--- src/rtl/prog_seq_pkg.sv ---
package prog_seq_pkg;
  typedef enum logic [2:0] {
    SRC_HOLD,
    SRC_INC,
    SRC_LOW,
    SRC_JUMP,
    SRC_CALL,
    SRC_RET,
    SRC_IRQ
  } pc_src_e;
endpackage

--- src/rtl/prog_seq_stack.sv ---
module prog_seq_stack #(
  parameter int unsigned W     = 13,
  parameter int unsigned DEPTH = 8
) (
  input  logic         clk_i,
  input  logic         rst_ni,
  input  logic         push_i,
  input  logic         pop_i,
  input  logic [W-1:0] push_data_i,
  output logic [W-1:0] top_o
);
  localparam int unsigned PW = (DEPTH > 1) ? $clog2(DEPTH) : 1;
  localparam logic [PW-1:0] LAST = PW'(DEPTH - 1);

  logic [PW-1:0] sp_q;
  logic [PW-1:0] sp_inc, sp_dec;
  logic [W-1:0]  mem [DEPTH];

  assign sp_inc = (sp_q == LAST) ? '0 : sp_q + 1'b1;
  assign sp_dec = (sp_q == '0) ? LAST : sp_q - 1'b1;
  assign top_o  = mem[sp_dec];

  always_ff @(posedge clk_i or negedge rst_ni) begin
    if (!rst_ni)     sp_q <= '0;
    else if (push_i) sp_q <= sp_inc;
    else if (pop_i)  sp_q <= sp_dec;
  end

  for (genvar e = 0; e < DEPTH; e++) begin : g_ent
    always_ff @(posedge clk_i or negedge rst_ni) begin
      if (!rst_ni)                            mem[e] <= '0;
      else if (push_i && sp_q == PW'(e))      mem[e] <= push_data_i;
    end
  end
endmodule

--- src/rtl/prog_seq_next.sv ---
module prog_seq_next
  import prog_seq_pkg::*;
#(
  parameter int unsigned PC_W  = 13,
  parameter int unsigned LO_W  = 8,
  parameter int unsigned TGT_W = 11,
  parameter logic [PC_W-1:0] IRQ_VEC = 13'h0004
) (
  input  logic                   adv_i,
  input  logic                   pcl_we_i,
  input  logic [LO_W-1:0]        pcl_wdata_i,
  input  logic                   jump_i,
  input  logic                   call_i,
  input  logic [TGT_W-1:0]       tgt_i,
  input  logic                   ret_i,
  input  logic                   irq_i,
  input  logic [PC_W-1:0]        pc_i,
  input  logic [PC_W-LO_W-1:0]   hold_i,
  input  logic [PC_W-1:0]        top_i,
  output logic [PC_W-1:0]        pc_nxt_o,
  output logic                   push_o,
  output logic                   pop_o,
  output logic [PC_W-1:0]        push_data_o
);
  localparam int unsigned HI_W = PC_W - LO_W;
  localparam int unsigned PG_W = PC_W - TGT_W;

  pc_src_e         src;
  logic [PC_W-1:0] seq_addr;
  logic [PC_W-1:0] page_addr;

  assign seq_addr  = pc_i + 1'b1;
  assign page_addr = {hold_i[HI_W-1 -: PG_W], tgt_i};

  always_comb begin
    if      (irq_i)    src = SRC_IRQ;
    else if (ret_i)    src = SRC_RET;
    else if (call_i)   src = SRC_CALL;
    else if (jump_i)   src = SRC_JUMP;
    else if (pcl_we_i) src = SRC_LOW;
    else if (adv_i)    src = SRC_INC;
    else               src = SRC_HOLD;
  end

  always_comb begin
    push_o      = 1'b0;
    pop_o       = 1'b0;
    push_data_o = seq_addr;
    unique case (src)
      SRC_IRQ:  begin pc_nxt_o = IRQ_VEC;   push_o = 1'b1; end
      SRC_RET:  begin pc_nxt_o = top_i;     pop_o  = 1'b1; end
      SRC_CALL: begin pc_nxt_o = page_addr; push_o = 1'b1; end
      SRC_JUMP: pc_nxt_o = page_addr;
      SRC_LOW:  pc_nxt_o = {hold_i, pcl_wdata_i};
      SRC_INC:  pc_nxt_o = seq_addr;
      default:  pc_nxt_o = pc_i;
    endcase
  end
endmodule

--- src/rtl/prog_seq.sv ---
module prog_seq #(
  parameter int unsigned PC_W  = 13,
  parameter int unsigned LO_W  = 8,
  parameter int unsigned TGT_W = 11,
  parameter int unsigned DEPTH = 8,
  parameter logic [PC_W-1:0] IRQ_VEC = 13'h0004
) (
  input  logic                 clk_i,
  input  logic                 rst_ni,
  input  logic                 adv_i,
  input  logic                 pcl_we_i,
  input  logic [LO_W-1:0]      pcl_wdata_i,
  input  logic                 jump_i,
  input  logic                 call_i,
  input  logic [TGT_W-1:0]     tgt_i,
  input  logic                 ret_i,
  input  logic                 irq_i,
  input  logic                 hold_we_i,
  input  logic [PC_W-LO_W-1:0] hold_wdata_i,
  output logic [PC_W-1:0]      pc_o,
  output logic [PC_W-LO_W-1:0] hold_o
);
  localparam int unsigned HI_W = PC_W - LO_W;

  logic [PC_W-1:0] pc_q, pc_nxt, top, push_data;
  logic [HI_W-1:0] hold_q;
  logic            push, pop;

  prog_seq_next #(
    .PC_W(PC_W), .LO_W(LO_W), .TGT_W(TGT_W), .IRQ_VEC(IRQ_VEC)
  ) u_next (
    .adv_i(adv_i), .pcl_we_i(pcl_we_i), .pcl_wdata_i(pcl_wdata_i),
    .jump_i(jump_i), .call_i(call_i), .tgt_i(tgt_i),
    .ret_i(ret_i), .irq_i(irq_i),
    .pc_i(pc_q), .hold_i(hold_q), .top_i(top),
    .pc_nxt_o(pc_nxt), .push_o(push), .pop_o(pop), .push_data_o(push_data)
  );

  prog_seq_stack #(.W(PC_W), .DEPTH(DEPTH)) u_stack (
    .clk_i(clk_i), .rst_ni(rst_ni),
    .push_i(push), .pop_i(pop), .push_data_i(push_data), .top_o(top)
  );

  always_ff @(posedge clk_i or negedge rst_ni) begin
    if (!rst_ni) begin
      pc_q   <= '0;
      hold_q <= '0;
    end else begin
      pc_q <= pc_nxt;
      if (hold_we_i) hold_q <= hold_wdata_i;
    end
  end

  assign pc_o   = pc_q;
  assign hold_o = hold_q;
endmodule

--- config.mk ---
export PLATFORM = sky130hd
export DESIGN_NAME = prog_seq
export DESIGN_NICKNAME = d
export VERILOG_FILES = /design/src/rtl/prog_seq_pkg.sv /design/src/rtl/prog_seq_stack.sv /design/src/rtl/prog_seq_next.sv /design/src/rtl/prog_seq.sv
export SDC_FILE = /design/constraint.sdc
export NUM_CORES = 1
export LEC_CHECK = 0
export ABC_AREA = 0
export BUFFER_PORTS_ARGS = -buffer_cell sky130_fd_sc_hd__buf_2
export CORE_AREA = 4 4 116 118
export CTS_CLUSTER_DIAMETER = 60
export CTS_CLUSTER_SIZE = 30
export DETAILED_ROUTE_END_ITERATION = 7
export DIE_AREA = 0 0 120 122
export GPL_ROUTABILITY_DRIVEN = 0
export GPL_TIMING_DRIVEN = 0
export PLACE_DENSITY = 0.73
export SYNTH_ARGS = -nofsm -noshare
export SYNTH_HDL_FRONTEND = slang
export SYNTH_HIERARCHICAL = 1
export SYNTH_SLANG_ARGS = --single-unit
--- constraint.sdc ---
create_clock -name clk_i -period 2.63 [get_ports clk_i]
set_clock_uncertainty 0.1 [all_clocks]
set_input_delay 0.1315 -clock clk_i [delete_from_list [all_inputs] [get_ports clk_i]]
set_output_delay 0.1315 -clock clk_i [all_outputs]
set_load 0.01 [all_outputs]
# Word-level counts from Yosys, hierarchy flattened
# Index checks and enable logic that the tools add are counted.
[word_totals]
regBits = 125
in_bits = 33
output_inout_bits = 18
word_cells = 58
[classes]
n_addsub = 3
order_cmp = 1
eq_ne = 13
muxes = 16
bitwise_logic = 1
reduce_logical = 13
[op_table]
columns = ["cell", "count"]
rows = [
  ["one-hot mux 13 bit (5 select lines)", 1],
  ["binary-select mux 13 bit (select 3 bit)", 1],
  ["two-way mux 3 bit", 9],
  ["two-way mux 13 bit", 2],
  ["== test 3 bit (second input constant)", 7],
  ["adder 13 x 1 -> 13 bit (second input constant)", 1],
  ["== test 3 x 2 -> 1 bit (second input constant)", 4],
  ["logical AND 1 bit", 8],
  ["== test 3 x 1 -> 1 bit (second input constant)", 2],
  ["nonzero test 5 bit", 1],
  ["greater-or-equal comparator 4 bit (second input constant)", 1],
  ["NOT 3 -> 4 bit", 1],
  ["OR reduction 2 bit", 2],
  ["adder 3 x 1 -> 3 bit (second input constant)", 1],
  ["logical NOT 3 bit", 1],
  ["two-way mux 1 bit", 3],
  ["subtractor 3 x 1 -> 3 bit (second input constant)", 1],
  ["nonzero test 2 bit", 1],
]

# Depth between registers and ports, before layout
# Gate-level depths: netlist of the first run.
[logic_depth]
depth_word = 10
depth_mapped = 13
mapped_depth_nobuf = 9

# Hierarchy
# Netlist of the first run, hierarchy kept.
[modules_own_cells]
columns = ["mod", "n_inst", "cells_each", "area_per_inst_um2"]
rows = [
  ["prog_seq_stack", 1, 399, 5323.9],
  ["prog_seq_next", 1, 126, 905.9],
  ["prog_seq", 1, 23, 506.7],
]

# Worst setup path before layout of the first run
# No wires, ideal clock.
[synth_timing]
path_kind = "flip-flop to flip-flop"
startpoint = "reg u_stack.sp_q[0]"
endpoint = "reg pc_q[9] (netlist: pc_o[9])"
t_arrival_ns = 2.662
required_ns = 2.397
setup_slack_ns = -0.265
path_stages_with_launch = 14
path_buffers = 5
period_less_slack_ns = 2.895
path_cell_list = "dfrtp_1 -> buf_2 -> inv_2 -> buf_2 -> ha_1 -> clkbuf_1 -> and2_4 -> buf_6 -> buf_6 -> a221oi_1 -> o32ai_1 -> a32o_2 -> a2111oi_4 -> a211oi_2"
[synth_via]
elab_chain_len = 7
word_cells_on_any_way = 8
[synth_lines]
columns = ["item", "line", "source"]
rows = [
  ["start, declared", "prog_seq_stack.sv:15", "logic [PW-1:0] sp_q;"],
  ["start signal, assigned", "prog_seq_stack.sv:25", "else if (push_i) sp_q <= sp_inc;"],
  ["start signal, assigned", "prog_seq_stack.sv:26", "else if (pop_i) sp_q <= sp_dec;"],
  ["subtractor 3 x 1 -> 3 bit or logical NOT 3 bit (tied branches)", "prog_seq_stack.sv:20", "assign sp_dec = (sp_q == '0) ? LAST : sp_q - 1'b1;"],
  ["two-way mux 3 bit (*)", "prog_seq_stack.sv:20", ""],
  ["NOT 3 -> 4 bit (implied by the code) (*)", "prog_seq_stack.sv:21", "assign top_o = mem[sp_dec];"],
  ["binary-select mux 13 bit (select 3 bit) (*)", "prog_seq_stack.sv:21", ""],
  ["two-way mux 13 bit (implied by the code) (*) (2 in series)", "prog_seq_stack.sv:21", ""],
  ["via top[9]", "prog_seq.sv:25", "logic [PC_W-1:0] pc_q, pc_nxt, top, push_data;"],
  ["one-hot mux 13 bit (5 select lines) (*)", "prog_seq_next.sv:49", "unique case (src)"],
  ["via pc_nxt[9]", "prog_seq.sv:25", ""],
  ["end signal, assigned", "prog_seq.sv:49", "pc_q <= pc_nxt;"],
  ["end, declared", "prog_seq.sv:25", ""],
]
# The timed path passes the listed nets; every way through them passes the cells marked *. The select of a mux whose other input is x is not followed.
# A chain may end at the register's enable or synchronous reset.

# Worst setup path in the final report of the first run
[layout_timing]
startpoint = "reg u_stack.sp_q[0]"
endpoint = "reg pc_q[7] (netlist: pc_o[7])"
# Same word-level chain as after synthesis.

==> results.json, run 1 <==
{
  "crit_chain": "buf_6 > clkinv_8 > ha_4 > and2_4 > buf_6 > buf_12 > a221oi_4 > o32ai_4 > a32o_2 > o32ai_2 > a31oi_1",
  "synthCells": 548,
  "synth_edf_count": 0,
  "rr_worst_depth": 11,
  "cap_violations": 0,
  "holdCritStartpoint": "tgt_i[2]",
  "grt_pass1_vias": 5374,
  "wl_met1_mm": 7.76,
  "fin_crit_ns": 2.56,
  "relSlewSlack_pct": 42.8,
  "p_int_mw": 6.61,
  "r2r_end": "pc_o[7]",
  "drc": 0,
  "die-area_um2": 14600,
  "overflow": 0,
  "r2r_start": "u_stack/sp_q[0]",
  "placementRows": 41,
  "status": "finished clean",
  "max_stage_delay_ns": 0.36,
  "drt-initial-drc-count": 740,
  "whs_path_depth": 4,
  "grt_max_degree": 81,
  "pwr-share-comb_pct": 51.0,
  "postPlaceCellArea_um2": 7270,
  "start_util_pct": 54.0,
  "whs_endpoint": "pc_o[2]",
  "synth-async-reset-ratio_pct": 100,
  "hold_class": "in -> reg",
  "wl_mm": 18.8,
  "hold_viol_final": 0,
  "syn2layout_area_growth_pct": 22.8,
  "dr_wl_met3_mm": 1.36,
  "drive_gt1_share_pct": 44.3,
  "p_sw_mw": 4.37,
  "final_cell_mix": "131 x mux2_2, 125 x dfrtp_1, 59 x buf_2",
  "cp_slowest_cell": "dfrtp_1",
  "vias": 5242,
  "dp_hpwl_mm": 12.3,
  "grt_pass1_wl_mm": 29.6,
  "post_synth_mux_area_share_pct": 22.5,
  "n_antenna_cell": 0,
  "cpLargestDelayFamily": "compound AO/OA/AOI/OAI gates",
  "mappedNetlistNets": 589,
  "portBuffers": 49,
  "worst_ep_arrival_time_ns": 2.73,
  "h-tree-depth": 4,
  "cts_root_buf": "clkbuf_16",
  "crit_fanout": 11,
  "crit_required_ns": 2.80,
  "ys_seq_area_share_pct": 46.4,
  "cts_made_buffers": 17,
  "io_pins": 51,
  "ys_types": 64,
  "maxSlewViolCount": 0,
  "avgSynthCellArea_um2": 12.3,
  "via_per_inst": 6.38,
  "synth_area_um2": 6740,
  "total_power_mw": 11.0,
  "setup_ws_ns": 0.0683,
  "crit_type": "reg -> reg",
  "synth_warnings": 6,
  "fp.dieW_um": 120,
  "clkLatencyLatePin_ns": 0.42,
  "rsz0062_at_grt": "false",
  "track_usage_pct": 26.8,
  "clk_path_buf_depth": 2,
  "ys_ff_latch": 125,
  "ys.flop_type": "dfrtp_1",
  "core_um2": 12500,
  "routed.top_layer": "met4",
  "ir_drop_mv": 0.609,
  "seqPwrFrac_pct": 29.4,
  "synth_compound_area_share_pct": 14.3,
  "fp.dieH_um": 122,
  "wl_met2_mm": 9.23,
  "drtPass1Iterations": 5,
  "post-place-ws_ns": -0.494,
  "tightest_slew_ns": 0.851,
  "critPathCaptureType": "flip-flop",
  "final_common_cell": "mux2_2",
  "p_per_area_nw_per_um2": 1330,
  "cts_tree": "done",
  "worstSetupStartpointType": "flip-flop",
  "synthSimpleGateAreaFrac_pct": 8.95,
  "leakage_nw": 3.76,
  "finalSetupTns_ns": 0,
  "synth_top_family_by_area": "multiplexers",
  "final_cell_area_um2": 8270,
  "power.share.clock_pct": 19.7,
  "cp_common_cell": "buf_6",
  "ant_nets": 0,
  "netSwitchingFraction_pct": 39.8,
  "clk_pin_slew_worst_paths_ns": 0.05,
  "synthAdderAreaFrac_pct": 1.49,
  "cp_num_buf_inv": 4,
  "min_period_over_period_pct": 97.4,
  "ff2ff_setup_slack_ns": 0.07,
  "synth-xor-area-share_pct": 1.69,
  "setup_viol": 0,
  "final_nets": 684,
  "wire_per_inst_um": 22.9,
  "cts.sinks": 125,
  "fmax_ghz": 0.390,
  "antenna_found_initial": 0
}
==> power groups by stage <==
stage          clock (mW)  sequential (mW)  combinational [mW]
6_report             2.16             3.23                5.60
5_1_grt              2.28             3.31                5.91
4_1_cts              2.19             3.20                5.36
3_5_place_dp            0             3.22                4.92
3_3_place_gp            0             3.16                4.77
2_1_floorplan           0             3.11                3.50
==> per-stage QoR <==
step | std cells | utilization, % | hold WS [ns]
floorplan | 548 | - | -0.264
global placement | 769 | 58.0 | 0.264
detailed placement | 770 | 58.3 | -0.00463
CTS | 824 | 66.0 | 0.00331
global route | 822 | 66.4 | 0.0467
finish | 822 | 66.4 | 0.0252
==> how the worst max path moves through the flow <==
| stage | start | end | slack (ns) | depth (start not counted) |
|---|---|---|---|---|
| 6_report | u_stack/sp_q[0] | pc_o[7] | 0.07 | 11 |
| 3_5_place_dp | u_stack/sp_q[0] | pc_o[7] | -0.49 | 12 |
| 5_1_grt | u_stack/sp_q[0] | pc_o[7] | 0.005 | 11 |
| 3_3_place_gp | u_stack/sp_q[0] | pc_o[7] | -0.39 | 12 |
| 2_1_floorplan | u_stack/sp_q[0] | pc_o[7] | 0.02 | 13 |
| 4_1_cts | u_stack/sp_q[0] | pc_o[9] | 0.003 | 12 |
==> cells by family after synthesis <==
kind of cell               Yosys count
AOI/OAI and AO/OA                  117
xor gates and xnor gates            13
adders and majority gates            8
buffers and inverters               52
DFF                                125
muxes                              135
and+or+nand+nor                     98
==> layout make-up <==
| type | count | area [µm²] |
|---|---|---|
| Tap cell | 172 | 215 |
| Clock buffer | 24 | 502 |
| Multi-Input combinational cell | 371 | 3470 |
| Inverter | 8 | 42.5 |
| Fill cell | 889 | 4190 |
| Buffer | 39 | 298 |
| Sequential cell | 125 | 3130 |
| Timing Repair Buffer | 81 | 579 |
| Clock inverter | 2 | 35.0 |
==> repair_timing <==
action / 4_1_cts / 5_1_grt
buffers inserted: 3 / 1
setup endpoints to repair: 12 / 14
pin swaps: 3 / 3
hold buffers: 27 / 0
hold endpoints to repair: 63 / 0
gates resized for setup: 27 / 16
==> cells in the mapped netlist (2+ instances only) <==
cell      number  area, µm²
nor2_1        10       37.5
o211ai_1       5       37.5
a32oi_1        3       26.3
dfrtp_1      125       3130
ha_1           8        100
xor2_1         7       61.3
mux2i_1        2       20.0
clkbuf_1       9       33.8
a21o_1         2       15.0
clkbuf_2       2       10.0
mux2_1         2       22.5
buf_6         10        113
mux2_2       131       1480
a221oi_2       4       60.1
a31oi_1        3       18.8
o21ai_1        2       10.0
buf_4          3       22.5
nand2_1       12       45.0
a222oi_1       6       60.1
nand3_1       17       85.1
a211oi_1      26        195
nor3_2         2       20.0
o21ai_0        8       40.0
and2_1         6       37.5
and4_1         2       17.5
o32ai_1       13        114
and3_1        25        156
nand4_1        4       25.0
inv_1          7       26.3
xnor2_1        6       52.6
nor2b_1        3       18.8
a21oi_1       10       50.1
or4_1          2       15.0
buf_2         20        100
nor3b_1        2       15.0
a221oi_1      20        175
and2_4         2       17.5
==> worst reg2reg max path, stage by stage, from the launching register on <==
cell      delay (ns)
dfrtp_1         0.36
buf_6           0.14
clkinv_8        0.09
ha_4            0.30
and2_4          0.15
buf_6           0.13
buf_12          0.15
a221oi_4        0.31
o32ai_4         0.17
a32o_2          0.27
o32ai_2         0.19
a31oi_1         0.06
==> layer usage <==
| metal | track usage [%] | up-vias |
|---|---|---|
| li1 | - | 2301 |
| met1 | 33.9 | 2657 |
| met2 | 44.7 | 237 |
| met3 | 5.48 | 47 |
| met4 | 12.1 | 0 |
| met5 | 0 | - |
==> flip-flops by register name (all words and copies together), names as in the netlist <==
register      count
hold_o            5
pc_o             13
u_stack/sp_q      3
u_stack/mem     104
(Power assumes the default switching activity.)
==> inputs of run 2 (changes only) <==
RECOVER_POWER = 25   (was unset)
==> run 2 against run 1 <==
Core utilization shrank 0.050 points; highest routed layer unchanged; sequential share of layout area is essentially flat; critical path type unchanged; final cell count is the same; register-to-register slack is essentially flat.
==> results.json, run 2 (same netlist as run 1, synthesis figures left out) <==
{
  "drt-initial-drc-count": 740,
  "crit_type": "reg -> reg",
  "fin_crit_ns": 2.57,
  "cts_made_buffers": 17,
  "worstSetupStartpointType": "flip-flop",
  "grt_pass1_wl_mm": 29.6,
  "ff2ff_setup_slack_ns": 0.06,
  "io_pins": 51,
  "h-tree-depth": 4,
  "min_period_over_period_pct": 97.6,
  "track_usage_pct": 26.8,
  "hold_viol_final": 0,
  "r2r_start": "u_stack/sp_q[0]",
  "hold_class": "in -> reg",
  "clk_pin_slew_worst_paths_ns": 0.05,
  "regMostFlops": "u_stack/mem",
  "crit_required_ns": 2.80,
  "final_nets": 684,
  "grt_max_degree": 81,
  "drtPass1Iterations": 6,
  "relSlewSlack_pct": 18.8,
  "core_um2": 12500,
  "total_power_mw": 11.0,
  "final_util_pct": 66.3,
  "fillers": 889,
  "p_per_area_nw_per_um2": 1330,
  "fmax_ghz": 0.390,
  "drc": 0,
  "holdCritStartpoint": "tgt_i[2]",
  "antenna_found_initial": 0,
  "maxSlewViolCount": 0,
  "critPathCaptureType": "flip-flop",
  "cts_tree": "done",
  "placementRows": 41,
  "max_stage_delay_ns": 0.36,
  "final_cell_area_um2": 8270,
  "crit_fanout": 11,
  "clk_path_buf_depth": 2,
  "postPlaceCellArea_um2": 7270,
  "ir_drop_mv": 0.611,
  "die-area_um2": 14600,
  "cts_root_buf": "clkbuf_16",
  "drive_gt1_share_pct": 44.3,
  "syn2layout_area_growth_pct": 22.7,
  "rsz0062_at_grt": "false",
  "whs_path_depth": 4,
  "final_common_cell": "mux2_2",
  "overflow": 0,
  "cts.sinks": 125,
  "status": "finished clean",
  "tightest_slew_ns": 1.22,
  "n_antenna_cell": 0,
  "crit_chain": "buf_6 > clkinv_8 > ha_4 > and2_4 > buf_6 > buf_12 > a221oi_4 > o32ai_4 > a32o_2 > o32ai_2 > a31oi_1",
  "vias": 5247,
  "final_cell_mix": "131 x mux2_2, 125 x dfrtp_1, 59 x buf_2",
  "whs_endpoint": "pc_o[2]",
  "clkLatencyLatePin_ns": 0.42,
  "wire_per_inst_um": 23.0,
  "via_per_inst": 6.38,
  "worst_ep_arrival_time_ns": 2.74,
  "ant_nets": 0,
  "wl_mm": 18.9,
  "cp_slowest_cell": "dfrtp_1",
  "cap_violations": 0,
  "start_util_pct": 54.0,
  "portBuffers": 49,
  "setup_viol": 0,
  "leakage_nw": 3.75,
  "cp_common_cell": "buf_6",
  "rr_worst_depth": 11,
  "grt_pass1_vias": 5374,
  "fp.dieH_um": 122,
  "largest_reg_flops": 104,
  "dp_hpwl_mm": 12.3,
  "fp.dieW_um": 120,
  "r2r_end": "pc_o[7]"
}
run 2: cell count changes in the layout (fill, tap and decap cells not counted), sizes merged:
cell,previous run,this run
clkbuf,33,34
buf,84,83
run 2: how the worst max path moves through the flow:
| stage | from | to | slack (ns) | depth (start not counted) |
|---|---|---|---|---|
| 5_1_grt | u_stack/sp_q[0] | pc_o[7] | 0.005 | 11 |
| 3_5_place_dp | u_stack/sp_q[0] | pc_o[7] | -0.49 | 12 |
| 2_1_floorplan | u_stack/sp_q[0] | pc_o[7] | 0.02 | 13 |
| 6_report | u_stack/sp_q[0] | pc_o[7] | 0.06 | 11 |
| 3_3_place_gp | u_stack/sp_q[0] | pc_o[7] | -0.39 | 12 |
| 4_1_cts | u_stack/sp_q[0] | pc_o[9] | 0.003 | 12 |
run 2: metrics by stage:
step	setup slack, ns	hold WS (ns)	setup TNS, ns	instances
2_1_floorplan	0.0219	-0.264	0	548
3_3_place_gp	-0.386	0.264	-24.48	769
3_5_place_dp	-0.494	-0.00463	-3.11	770
4_1_cts	0.00348	0.00331	0	824
5_1_grt	0.00506	0.0467	0	822
6_report	0.0640	0.0240	0	822
run 2: cell type report:
class / instances / area (µm²) / area share (%)
Clock inverter: 2 / 35.0 / 0.424
Tap cell: 172 / 215 / 2.60
Multi-Input combinational cell: 371 / 3470 / 42.0
Timing Repair Buffer: 81 / 573 / 6.93
Inverter: 8 / 42.5 / 0.515
Buffer: 39 / 298 / 3.60
Sequential cell: 125 / 3130 / 37.8
Clock buffer: 24 / 502 / 6.07
run 2: where the power goes:
group / internal (mW) / switching [mW] / leakage (nW)
sequential: 2.70 / 0.524 / 1.60
clock: 1.39 / 0.771 / 0.266
combinational: 2.51 / 3.09 / 1.89
run 2: routing by layer:
layer,wire length (µm),up-vias,GRT usage [%]
met5,0,-,0
met4,466,0,12.1
met3,1400,47,5.48
met2,9240,238,44.7
met1,7800,2658,33.9
li1,-,2304,-
run 2: worst max-delay path: cells and delay by family (launching register included):
| kind | cells | cell delay, ns |
|---|---|---|
| compound gates | 5 | 0.99 |
| buf+inv | 4 | 0.51 |
| flops | 1 | 0.36 |
| fa+ha+maj | 1 | 0.29 |
| simple gates | 1 | 0.15 |
run 2: timing repair:
action / CTS / global route
hold buffers: 27 / 0
resized for setup: 27 / 16
buffers inserted: 3 / 1
pin swaps: 3 / 3
hold endpoints to repair: 63 / 0
endpoints found under the setup margin: 12 / 14
==> inputs of run 3 (changes only) <==
CORE_AREA = 4 4 111 113   (was 4 4 116 118)
DIE_AREA = 0 0 115 117   (was 0 0 120 122)
PLACE_DENSITY = 0.76   (was 0.73)
SETUP_SLACK_MARGIN = 0.1   (was unset)
clock period = 2.85 ns   (was 2.63 ns; I/O delays follow)
==> run 3 against run 2 <==
The flow now finishes with violations (max-capacitance violations, max-slew violations); core utilization up 7.8 points; critical path type unchanged; largest power group unchanged; via count up 3.6%; total power down 2.4%.
==> results.json, run 3 (same netlist as run 1, synthesis figures left out) <==
{
  "dp_hpwl_mm": 12.2,
  "io_pins": 51,
  "p_per_area_nw_per_um2": 1280,
  "leakage_nw": 3.81,
  "placementRows": 39,
  "setup_viol": 0,
  "fp.dieH_um": 117,
  "track_usage_pct": 29.1,
  "fin_crit_ns": 2.68,
  "wire_per_inst_um": 23.7,
  "worst_ep_arrival_time_ns": 2.86,
  "vias": 5438,
  "final_nets": 696,
  "fmax_ghz": 0.374,
  "ant_nets": 0,
  "post-place-ws_ns": -0.308,
  "regMostFlops": "u_stack/mem",
  "cpLargestDelayFamily": "buffers and inverters",
  "final_util_pct": 74.2,
  "h-tree-depth": 4,
  "cp_common_cell": "buf_8",
  "n_antenna_cell": 0,
  "grt_pass1_vias": 5351,
  "grt_max_degree": 94,
  "syn2layout_area_growth_pct": 24.6,
  "cts.sinks": 125,
  "hold_class": "in -> reg",
  "min_period_over_period_pct": 93.9,
  "clk_pin_slew_worst_paths_ns": 0.06,
  "maxSlewViolCount": 33,
  "drt-initial-drc-count": 658,
  "portBuffers": 49,
  "via_per_inst": 6.71,
  "crit_fanout": 7,
  "timing.hold.ws_ns": 0.0261,
  "cts_tree": "done",
  "violations": "max-capacitance violations, max-slew violations",
  "overflow": 0,
  "start_util_pct": 59.5,
  "drc": 0,
  "relSlewSlack_pct": -28.7,
  "ir_drop_mv": 0.724,
  "die-area_um2": 13500,
  "cts_made_buffers": 17,
  "antenna_found_initial": 0,
  "drive_gt1_share_pct": 46.1,
  "postPlaceCellArea_um2": 7220,
  "status": "complete, but fails checks",
  "tightest_slew_ns": 1.93,
  "fp.dieW_um": 115,
  "largest_reg_flops": 104,
  "clk_path_buf_depth": 2,
  "grt_pass1_wl_mm": 29.2,
  "worstSetupStartpointType": "flip-flop",
  "cp_num_buf_inv": 7,
  "rsz0062_at_grt": "false",
  "wl_mm": 19.2,
  "final_common_cell": "mux2_2",
  "final_cell_area_um2": 8400,
  "critPathCaptureType": "flip-flop",
  "crit_type": "reg -> reg",
  "hold_viol_final": 0,
  "cts_root_buf": "clkbuf_16",
  "final_cell_mix": "131 x mux2_2, 125 x dfrtp_1, 60 x buf_2",
  "crit_chain": "buf_8 > clkinv_8 > ha_4 > buf_8 > and2_4 > buf_8 > buf_12 > buf_6 > buf_4 > a221oi_2 > o32ai_2 > a222oi_1 > a21oi_1",
  "setup_ws_ns": 0.174,
  "drtPass1Iterations": 5,
  "max_stage_delay_ns": 0.39,
  "cap_violations": 1,
  "cp_slowest_cell": "dfrtp_1",
  "core_um2": 11300,
  "clkLatencyLatePin_ns": 0.42,
  "crit_required_ns": 3.03
}
## run 3: cell count changes in the layout (fill, tap and decap cells not counted), sizes merged
| cell | previous run | this run |
|---|---|---|
| buf | 83 | 95 |
| clkbuf | 34 | 32 |
| clkinv | 2 | 6 |
| clkinvlp | 0 | 6 |
| dlygate4sd3 | 27 | 24 |
| inv | 7 | 8 |
## run 3: path summary, 6_finish.rpt
path                                   endpoint             from  depth (start not counted)  slack [ns]
worst min register to register  u_stack/mem[94]  u_stack/mem[94]                          1        0.38
worst max register to register          pc_o[1]  u_stack/sp_q[0]                         13        0.17
worst min-delay path                    pc_o[6]         tgt_i[6]                          4        0.03
min in group asynchronous       u_stack/mem[79]           rst_ni                          2        0.71
max in group asynchronous       u_stack/mem[13]           rst_ni                          3        0.67
worst max-delay path                    pc_o[1]  u_stack/sp_q[0]                         13        0.17
## run 3: report_power, final
group / switching, mW / internal, mW / leakage [nW] / total [mW]
logic: 3.06 / 2.66 / 1.96 / 5.72
registers: 0.498 / 2.49 / 1.60 / 2.99
clock network: 0.812 / 1.20 / 0.252 / 2.01
## run 3: metal layers
metal	up-vias	share of wire (%)	GRT usage, %
met4	0	3.0	11.7
met1	2718	40	37.7
met3	57	8.4	7.30
met5	-	0	0
met2	324	48	47.3
li1	2339	-	-
## run 3: repair_timing
item	in CTS	in global routing
buffers inserted	3	11
endpoints found under the setup margin	12	8
pin swaps	6	15
gates cloned	0	1
endpoints found under the hold margin	138	0
resized for setup	19	39
hold buffers	24	0
## run 3: area by class of cell
type,instances,area [µm²]
timing repair buffer,89,646
clock inverter,13,120
tap,143,179
sequential,125,3130
buffer,43,345
fill,708,2930
multi-input combinational,371,3500
inverter,8,42.5
clock buffer,19,433
## run 3: through the flow
step,instances,total power [mW],setup TNS [ns]
2_1_floorplan,548,6.07,0
3_3_place_gp,740,7.28,-0.729
3_5_place_dp,741,7.47,-1.33
4_1_cts,800,9.77,0
5_1_grt,811,11.2,0
6_report,811,10.7,0
## run 3: worst register-to-register path, cell delays in order, from the launching register on
cell      delay [ns]
dfrtp_1         0.39
buf_8           0.14
clkinv_8        0.07
ha_4            0.24
buf_8           0.13
and2_4          0.13
buf_8           0.13
buf_12          0.14
buf_6           0.14
buf_4           0.13
a221oi_2        0.25
o32ai_2         0.14
a222oi_1        0.29
a21oi_1         0.11
